[config.mk]
export PLATFORM = sky130hd
export DESIGN_NAME = ivl_timer
export DESIGN_NICKNAME = d
export VERILOG_FILES = /design/src/rtl/ivl_timer_pkg.sv /design/src/rtl/ivl_timer_div.sv /design/src/rtl/ivl_timer_cnt.sv /design/src/rtl/ivl_timer.sv
export SDC_FILE = /design/constraint.sdc
export NUM_CORES = 1
export LEC_CHECK = 0
export CAP_MARGIN = 25
export CORE_MARGIN = 2
export CORE_UTILIZATION = 35
export DETAILED_ROUTE_END_ITERATION = 8
export GPL_ROUTABILITY_DRIVEN = 1
export SLEW_MARGIN = 20
export SYNTH_ARGS = -nofsm -noshare
export SYNTH_HDL_FRONTEND = slang
export SYNTH_SLANG_ARGS = --single-unit
[constraint.sdc]
create_clock -name clk -period 2.1 [get_ports clk]
set_input_delay 0.42 -clock clk [delete_from_list [all_inputs] [get_ports clk]]
set_output_delay 0.42 -clock clk [all_outputs]
set_load 0.03 [all_outputs]
[src/rtl/ivl_timer_pkg.sv]
package ivl_timer_pkg;

    typedef enum logic [1:0] {
        REG_DIV = 2'd0,
        REG_CNT = 2'd1,
        REG_MOD = 2'd2,
        REG_CTL = 2'd3
    } reg_sel_e;

    typedef enum logic [1:0] {
        ST_IDLE  = 2'd0,
        ST_COUNT = 2'd1,
        ST_FIRE  = 2'd2
    } tmr_state_e;

    localparam int CTL_W      = 3;
    localparam int CTL_EN_BIT = 2;
    localparam int RATE_W     = 2;
    localparam int NUM_RATES  = 1 << RATE_W;

endpackage

[src/rtl/ivl_timer_div.sv]
module ivl_timer_div
    import ivl_timer_pkg::*;
#(
    parameter int DIV_W      = 16,
    parameter int DAT_W      = 8,
    parameter int RATE0_LOG2 = 8,
    parameter int RATE1_LOG2 = 2,
    parameter int RATE2_LOG2 = 4,
    parameter int RATE3_LOG2 = 6
) (
    input  logic              clk,
    input  logic              rst_n,
    input  logic              clr,
    input  logic              en,
    input  logic [RATE_W-1:0] rate,
    output logic [DAT_W-1:0]  div_hi,
    output logic              tick
);

    localparam int LOG2S [NUM_RATES] = '{RATE0_LOG2, RATE1_LOG2, RATE2_LOG2, RATE3_LOG2};

    logic [DIV_W-1:0]     div_q;
    logic [NUM_RATES-1:0] taps;
    logic                 sel_now;
    logic                 sel_q;

    always_ff @(posedge clk or negedge rst_n) begin
        if (!rst_n) begin
            div_q <= '0;
        end else if (clr) begin
            div_q <= '0;
        end else begin
            div_q <= div_q + 1'b1;
        end
    end

    for (genvar g = 0; g < NUM_RATES; g++) begin : g_tap
        assign taps[g] = div_q[LOG2S[g]-1];
    end

    assign sel_now = taps[rate] & en;

    always_ff @(posedge clk or negedge rst_n) begin
        if (!rst_n) begin
            sel_q <= 1'b0;
        end else begin
            sel_q <= sel_now;
        end
    end

    assign tick   = sel_q & ~sel_now;
    assign div_hi = div_q[DIV_W-1 -: DAT_W];

    assert_div_step_R2: assert property (@(posedge clk) disable iff (!rst_n)
        !clr |=> div_q == $past(div_q) + 1'b1);

    assert_div_clear_R3: assert property (@(posedge clk) disable iff (!rst_n)
        clr |=> div_q == '0);

    assert_tick_gap_R9: assert property (@(posedge clk) disable iff (!rst_n)
        tick |=> !tick);

endmodule

[src/rtl/ivl_timer_cnt.sv]
module ivl_timer_cnt
    import ivl_timer_pkg::*;
#(
    parameter int DAT_W = 8
) (
    input  logic             clk,
    input  logic             rst_n,
    input  logic             tick,
    input  logic             en,
    input  logic             wr_cnt,
    input  logic             wr_mod,
    input  logic [DAT_W-1:0] wdata,
    output logic [DAT_W-1:0] cnt,
    output logic [DAT_W-1:0] mod,
    output logic             irq
);

    localparam logic [DAT_W-1:0] CNT_MAX = '1;

    tmr_state_e       st_q, st_d;
    logic [DAT_W-1:0] cnt_q, mod_q;
    logic             ovf;

    assign ovf = tick && (cnt_q == CNT_MAX) && !wr_cnt;

    always_comb begin
        st_d = st_q;
        unique case (st_q)
            ST_IDLE:  if (ovf) st_d = ST_FIRE; else if (en) st_d = ST_COUNT;
            ST_COUNT: if (ovf) st_d = ST_FIRE; else if (!en) st_d = ST_IDLE;
            ST_FIRE:  if (ovf) st_d = ST_FIRE; else if (en) st_d = ST_COUNT; else st_d = ST_IDLE;
            default:  st_d = ST_IDLE;
        endcase
    end

    always_ff @(posedge clk or negedge rst_n) begin
        if (!rst_n) begin
            st_q <= ST_IDLE;
        end else begin
            st_q <= st_d;
        end
    end

    always_ff @(posedge clk or negedge rst_n) begin
        if (!rst_n) begin
            cnt_q <= '0;
            mod_q <= '0;
        end else begin
            if (wr_mod) begin
                mod_q <= wdata;
            end
            if (wr_cnt) begin
                cnt_q <= wdata;
            end else if (ovf) begin
                cnt_q <= mod_q;
            end else if (tick) begin
                cnt_q <= cnt_q + 1'b1;
            end
        end
    end

    always_comb begin
        irq = (st_q == ST_FIRE);
        cnt = cnt_q;
        mod = mod_q;
    end

    assert_reload_R7: assert property (@(posedge clk) disable iff (!rst_n)
        (tick && cnt_q == CNT_MAX && !wr_cnt) |=> (cnt_q == $past(mod_q)) && irq);

    assert_irq_single_R7: assert property (@(posedge clk) disable iff (!rst_n)
        irq |=> !irq);

    assert_hold_R6: assert property (@(posedge clk) disable iff (!rst_n)
        (!tick && !wr_cnt) |=> $stable(cnt_q));

    assert_wr_prio_R8: assert property (@(posedge clk) disable iff (!rst_n)
        wr_cnt |=> (cnt_q == $past(wdata)) && !irq);

endmodule

[src/rtl/ivl_timer.sv]
module ivl_timer
    import ivl_timer_pkg::*;
#(
    parameter int DAT_W      = 8,
    parameter int DIV_W      = 16,
    parameter int RATE0_LOG2 = 8,
    parameter int RATE1_LOG2 = 2,
    parameter int RATE2_LOG2 = 4,
    parameter int RATE3_LOG2 = 6
) (
    input  logic             clk,
    input  logic             rst_n,
    input  logic             wr_en,
    input  logic             rd_en,
    input  logic [1:0]       addr,
    input  logic [DAT_W-1:0] wr_data,
    output logic [DAT_W-1:0] rd_data,
    output logic             irq
);

    reg_sel_e         sel;
    logic             wr_div, wr_cnt, wr_mod, wr_ctl;
    logic [CTL_W-1:0] ctl_q;
    logic [DAT_W-1:0] div_hi, cnt, mod;
    logic             tick;

    assign sel    = reg_sel_e'(addr);
    assign wr_div = wr_en && (sel == REG_DIV);
    assign wr_cnt = wr_en && (sel == REG_CNT);
    assign wr_mod = wr_en && (sel == REG_MOD);
    assign wr_ctl = wr_en && (sel == REG_CTL);

    always_ff @(posedge clk or negedge rst_n) begin
        if (!rst_n) begin
            ctl_q <= '0;
        end else if (wr_ctl) begin
            ctl_q <= wr_data[CTL_W-1:0];
        end
    end

    ivl_timer_div #(
        .DIV_W      (DIV_W),
        .DAT_W      (DAT_W),
        .RATE0_LOG2 (RATE0_LOG2),
        .RATE1_LOG2 (RATE1_LOG2),
        .RATE2_LOG2 (RATE2_LOG2),
        .RATE3_LOG2 (RATE3_LOG2)
    ) u_div (
        .clk    (clk),
        .rst_n  (rst_n),
        .clr    (wr_div),
        .en     (ctl_q[CTL_EN_BIT]),
        .rate   (ctl_q[RATE_W-1:0]),
        .div_hi (div_hi),
        .tick   (tick)
    );

    ivl_timer_cnt #(
        .DAT_W (DAT_W)
    ) u_cnt (
        .clk    (clk),
        .rst_n  (rst_n),
        .tick   (tick),
        .en     (ctl_q[CTL_EN_BIT]),
        .wr_cnt (wr_cnt),
        .wr_mod (wr_mod),
        .wdata  (wr_data),
        .cnt    (cnt),
        .mod    (mod),
        .irq    (irq)
    );

    always_comb begin
        rd_data = '0;
        if (rd_en) begin
            unique case (sel)
                REG_DIV: rd_data = div_hi;
                REG_CNT: rd_data = cnt;
                REG_MOD: rd_data = mod;
                REG_CTL: rd_data = DAT_W'(ctl_q);
                default: rd_data = '0;
            endcase
        end
    end

    assert_ctl_upper_R4: assert property (@(posedge clk) disable iff (!rst_n)
        (rd_en && sel == REG_CTL) |-> rd_data[DAT_W-1:CTL_W] == '0);

    assert_rd_idle_R10: assert property (@(posedge clk) disable iff (!rst_n)
        !rd_en |-> rd_data == '0);

endmodule

==> flow_metrics.tcl, run 1 <==
set metrics [dict create \
    end_kind "output port" \
    grt_start_max_net_pins 39 \
    tightestPinTransition_ns 0.5024 \
    tns_ns 0 \
    synthCells 216 \
    ys_warn_count 0 \
    whs_ns 0.1866 \
    syn_area_um2 2217 \
    slowest_stage "mux4_2" \
    path_cells "clkdlybuf4s15_2, mux4_2, and2_1, clkdlybuf4s15_2" \
    cp_max_fo 4 \
    synth_top_area_share_pct 42.89 \
    antenna_found_initial 0 \
    drt_iter0_markers 95 \
    min_period_ns 2.040 \
    final_antenna_net_count 0 \
    clock-sinks 38 \
    clock_path_buffers 2 \
    cts-htree-levels 2 \
    m1WireLength_um 2500 \
    pin_count 23 \
    vias_per_cell 5.333 \
    setup_viol 0 \
    path_clk_slew_ns 0.08 \
    start_util_pct 36.79 \
    ys.flop_type "dfrtp_1" \
    fp.dieH_um 83.59 \
    num_rows 28 \
    dpl_cell_area_um2 2615 \
    post-dp-hpwl_um 3680 \
    final_common_cell "dfrtp_1" \
    status "finished, final reports clean" \
    clock_latency_ns 0.29 \
    max-vdd-ir-drop_v 0.0004259 \
    finalClockSkew_ns 0.006760 \
    rsz0062_at_grt "false" \
    layout.cells.non_filler 330 \
    antenna_cells 0 \
    fin_nets 270 \
    cts_tree "built" \
    critPathKind "primary input to output port" \
    syn_nets 232 \
    power_mw 2.324 \
    holdBufCountCts 0 \
    cp-start-kind "primary input" \
    timing.final.ws_setup_ns 0.06033 \
    min_path_type "primary input to asynchronous set/reset pin" \
    yosys.cell_types.count 50 \
    fin_crit_sh_pct 97.13 \
    fin_area_um2 2710 \
    crit_top_cell "clkdlybuf4s15_2" \
    arrival_ns 1.62 \
    dieArea_um2 6987 \
    routed.top_layer "met4" \
    powerDensity_nw_per_um2 857.5 \
    seq_area_frac_synth_pct 42.89 \
    ys_ff_latch 38 \
    grt_pass1_wl_um 8749 \
    grt-ovfl-total 0 \
    dr_wl_met2_um 2294 \
    async_flop_share_pct 100.0 \
    syn_avg_cell_area_um2 10.26 \
    grt_pass1_vias 1724 \
    slowest_delay_ns 0.50 \
    drc 0 \
    post_drt_wl_per_cell_um 15.45 \
    nFillCells 591 \
    worstPathRequired_ns 1.68 \
    place_congestion 0.7921 \
    die_x_um 83.59 \
    place_ws_ns -0.6549 \
    synthTopCellsByArea "dfrtp_1, mux2_2, mux2i_1" \
    numCtsBuffers 5 \
    firstDrtPassIters 4 \
    routed_wl_um 5098 \
    drive_gt1_share_pct 25.10 \
    maxSlewViolCount 0 \
    io_buffer_count 22 \
    drv_cap 0 \
    hold_violations 0 \
    synth_top_area_cell "dfrtp_1" \
    final_util_pct 44.98 \
    cts_root_buffer "clkbuf_8" \
    core_um2 6026 \
    placed_cells 322 \
    wl_met3_um 253 \
    p_leak_nw 1.184 \
    mostFrequentLayoutCells "dfrtp_1, buf_4, nand2_1, nor2_1, mux2_2" \
    max-slew-margin-rel_pct 66.51 \
    area_delta_synth_final_pct 22.23 \
    via_count 1760 \
    max_freq_ghz 0.4903 \
    synth_edf_count 0 \
    grt_usage_pct 15.38 \
]
## area by class of cell
class | count | area (um^2) | share of cell area [%]
multi-input combinational | 164 | 1205 | 44.46
sequential | 38 | 950.9 | 35.09
timing repair buffer | 41 | 354.1 | 13.07
tap | 75 | 93.84 | 3.463
clock buffer | 7 | 86.33 | 3.186
inverter | 4 | 15.01 | 0.5540
clock inverter | 1 | 5.005 | 0.1847
## layer usage
layer / global-route usage, % / vias to the layer above
met5: 0 / -
met4: 3.812 / 0
met3: 3.165 / 6
met2: 22.69 / 46
met1: 22.95 / 850
li1: - / 858
## repair_timing
action,4_1_cts,5_1_grt
buffers inserted,0,0
gates resized for setup,15,6
endpoints found under the setup margin,8,4
pin swaps,0,0
## final timing paths
kind / startpoint / to / slack [ns] / cells past startpoint
max: addr[1] / rd_data[0] / 0.06 / 4
min reg2reg: u_cnt.st_q[1]$_DFFE_PN0P_ / u_cnt.st_q[1]$_DFFE_PN0P_ / 0.46 / 1
min: rst_n / u_cnt.mod[3]$_DFFE_PN0P_ / 0.19 / 2
min in group clk: u_cnt.st_q[1]$_DFFE_PN0P_ / u_cnt.st_q[1]$_DFFE_PN0P_ / 0.46 / 1
max in group asynchronous: rst_n / ctl_q[0]$_DFFE_PN0P_ / 1.57 / 2
max reg2reg: u_cnt.cnt[0]$_DFFE_PN0P_ / u_cnt.cnt[5]$_DFFE_PN0P_ / 0.23 / 6
## synthesized netlist by cell type, types with 2 or more instances
master     count
xor2_1         4
nand4_1        5
inv_1          4
xnor2_1        7
mux2i_1        8
nor2_1        16
nand4b_1       3
and2_1         8
dfrtp_1       38
a21oi_1       10
nor2b_1        5
nor3_1         3
o211ai_1       2
clkbuf_1       2
ha_1           2
a2bb2oi_1      3
o21ai_0        9
and4_1         2
nand3b_1       2
mux4_2         3
buf_2          7
nand3_1       10
nand2_1       20
o31ai_1        3
a211oi_1       2
and3_1         3
mux2_2        12
## state kept, by name, summed over array words and instances (netlist names)
| register | flops |
|---|---|
| u_div.sel_q | 1 |
| u_cnt.mod | 8 |
| u_cnt.cnt | 8 |
| u_cnt.st_q | 2 |
| ctl_q | 3 |
| u_div.div_q | 16 |
## worst max-delay path: cells and delay by family
kind                   cells  cell delay (ns)
multiplexers               1             0.50
AND/OR/NAND/NOR            1             0.18
buffers and inverters      2             0.52
## report_power, final
group / switching, mW / internal (mW) / total (mW) / leakage [nW]
sequential: 0.182 / 0.886 / 1.07 / 0.483
combinational: 0.358 / 0.376 / 0.733 / 0.652
clock: 0.257 / 0.265 / 0.522 / 0.0482
## cells by family after synthesis
group,Yosys count,synth area share [%]
buffers and inverters,14,3.104
flip-flops,38,42.89
AND/OR/NAND/NOR,91,24.44
adder cells (fa/ha/maj),2,1.128
AO/OA/AOI/OAI,36,10.67
XOR/XNOR,11,4.345
multiplexers,24,13.43
Power figures use the tool's default switching activity.
==> run 2: changes to the inputs <==
SYNTH_HIERARCHICAL = 1   (was default)
==> run 2 against run 1 <==
Compared with the run above:
- synthesized cell count up 1.4%
- worst hold slack got worse by 0.0097 ns
- critical path depth increased by 4
- largest cell class unchanged
==> flow_metrics.tcl, run 2 <==
set metrics [dict create \
    post-dp-hpwl_um 3817 \
    async_flop_share_pct 100.0 \
    rsz0062_at_grt "true" \
    ys.flop_type "dfrtp_1" \
    cp-start-kind "flip-flop" \
    firstDrtPassIters 4 \
    pin_count 23 \
    syn_avg_cell_area_um2 10.22 \
    whs_ns 0.1770 \
    setup_viol 0 \
    clock_path_buffers 2 \
    cts_root_buffer "clkbuf_8" \
    syn_nets 235 \
    switchingPower_mw 0.8142 \
    combPwrFrac_pct 32.5 \
    mostFrequentLayoutCells "dfrtp_1, buf_4, o21ai_0, mux2_2" \
    post_drt_wl_per_cell_um 15.32 \
    synth_top_area_share_pct 42.48 \
    antenna_found_initial 0 \
    place_congestion 0.7715 \
    drv_cap 0 \
    fin_nets 273 \
    finalClockSkew_ns 0.006489 \
    grt_start_max_net_pins 39 \
    p_sw_share_pct 34.74 \
    clock_latency_ns 0.29 \
    cts-htree-levels 2 \
    largest_reg_flops 16 \
    max-slew-margin-rel_pct 66.94 \
    grt_pass1_wl_um 8783 \
    synth_edf_count 0 \
    maxSlewViolCount 0 \
    start_util_pct 35.66 \
    internal_power_mw 1.530 \
    clock-sinks 38 \
    min_path_type "primary input to asynchronous set/reset pin" \
    powerDensity_nw_per_um2 861.2 \
    min_period_ns 2.066 \
    drive_gt1_share_pct 27.52 \
    largest-register "u_div/div_q" \
    synthMostInstantiatedCell "dfrtp_1" \
    antenna_cells 0 \
    cp_max_fo 6 \
    final_common_cell "dfrtp_1" \
    core_um2 6277 \
    num_rows 29 \
    seq_area_frac_synth_pct 42.48 \
    vias_per_cell 5.269 \
    max_freq_ghz 0.4841 \
    power_mw 2.344 \
    drt_iter0_markers 95 \
    max-vdd-ir-drop_v 0.0004429 \
    via_count 1765 \
    final_antenna_net_count 0 \
    layout.cells.non_filler 335 \
    worstPathRequired_ns 2.28 \
    r2r_setup_slack_ns 0.03 \
    ys_warn_count 6 \
    path_clk_slew_ns 0.07 \
    tns_ns 0 \
    fin_crit_sh_pct 98.37 \
    synthCells 219 \
    ys_ff_latch 38 \
    cts_tree "built" \
    pwr-share-seq_pct 45.3 \
    tightestPinTransition_ns 0.4959 \
    numCtsBuffers 5 \
    synth_top_area_cell "dfrtp_1" \
    status "finished, final reports clean" \
    place_ws_ns -0.6255 \
    routed_wl_um 5132 \
    synth_common_cells "dfrtp_1, o21ai_0, mux2_2, nand2_1, nor2_1" \
    multi_input_area_um2 1185 \
    nFillCells 625 \
    fp.dieH_um 83.97 \
    drc 0 \
    grt-ovfl-total 0 \
    grt_pass1_vias 1757 \
    timing.final.ws_setup_ns 0.03433 \
    grt_usage_pct 15.36 \
    pwr-share-clk_pct 22.1 \
    io_buffer_count 22 \
    area_delta_synth_final_pct 21.58 \
    yosys.cell_types.count 43 \
    placed_cells 325 \
    p_leak_nw 1.150 \
    critPathKind "flip-flop to flip-flop" \
    hold_violations 0 \
    seq_area_um2 950.9 \
    syn_area_um2 2238 \
    die_x_um 83.97 \
    dieArea_um2 7051 \
    synthTopCellsByArea "dfrtp_1, mux2_2, mux4_2" \
    end_kind "flip-flop" \
    arrival_ns 2.24 \
]
[run 2: changes by cell type after synthesis, sizes merged, moves of 4 or more]
cell,change
xnor2,-4
o21ai,+7
buf,+4
or4,+5
nand2,-6
[run 2: path summary, 6_finish.rpt]
| kind | from | endpoint | cells after the start |
|---|---|---|---|
| max in group asynchronous | rst_n | u_cnt/cnt[7]$_DFFE_PN0P_ | 2 |
| setup / recovery | ctl_q[1]$_DFFE_PN0P_ | u_cnt/cnt[6]$_DFFE_PN0P_ | 8 |
| setup reg to reg | ctl_q[1]$_DFFE_PN0P_ | u_cnt/cnt[6]$_DFFE_PN0P_ | 8 |
| hold / removal | rst_n | u_div/div_q[2]$_DFF_PN0_ | 2 |
| hold reg to reg | u_cnt/st_q[0]$_DFFE_PN0P_ | u_cnt/st_q[1]$_DFFE_PN0P_ | 1 |
| min in group clk | u_cnt/st_q[0]$_DFFE_PN0P_ | u_cnt/st_q[1]$_DFFE_PN0P_ | 1 |
[run 2: per-stage QoR]
stage	utilization, %	cell area [um^2]
floorplan	-	2238
global placement	41.70	2618
detailed placement	41.70	2618
CTS	43.57	2735
global route	43.35	2721
finish	43.35	2721
[run 2: layout make-up]
class / count / share of cell area [%]
multi-input cells: 160 / 43.54
flip-flops and latches: 38 / 34.94
repair buffers: 48 / 14.07
well taps: 77 / 3.540
clock buffers: 7 / 3.172
inverters: 4 / 0.5517
clock inverters: 1 / 0.1839
[run 2: worst max-delay path: stages (launching register included)]
cell     delay (ns)
dfrtp_1        0.40
mux4_2         0.53
and2_4         0.16
nor2b_1        0.11
buf_4          0.16
and4_4         0.24
nand3_2        0.08
mux2i_1        0.20
o21ai_1        0.07
[run 2: logic make-up (layout without fill, tap and decap cells)]
group,count (synthesis),count (layout),share of synthesized area (%)
fa+ha+maj,2,2,1.118
xor+xnor,5,5,1.957
compound gates,41,41,10.73
simple gates,84,84,22.70
flops,38,38,42.48
mux,28,28,15.65
buf+inv,21,60,5.365
[run 2: routing by layer]
| metal | vias up | routed length (um) | global-route usage, % |
|---|---|---|---|
| met3 | 5 | 124 | 2.572 |
| met1 | 853 | 2534 | 22.19 |
| li1 | 878 | - | - |
| met5 | - | 0 | 0 |
| met4 | 0 | 58 | 4.399 |
| met2 | 29 | 2414 | 23.71 |
[run 2: timing repair]
item                       4_1_cts  5_1_grt
setup endpoints to repair        9        9
buffers inserted                 2        0
hold buffers                     0        0
gates resized for setup         15        8
pin swaps                        1        1
[run 2: power by group through the flow]
stage | Combinational (mW) | Sequential [mW] | Clock [mW]
floorplan | 0.468 | 1.04 | 0
global placement | 0.726 | 1.07 | 0
detailed placement | 0.741 | 1.08 | 0
CTS | 0.758 | 1.06 | 0.540
global route | 0.844 | 1.09 | 0.582
finish | 0.762 | 1.06 | 0.519
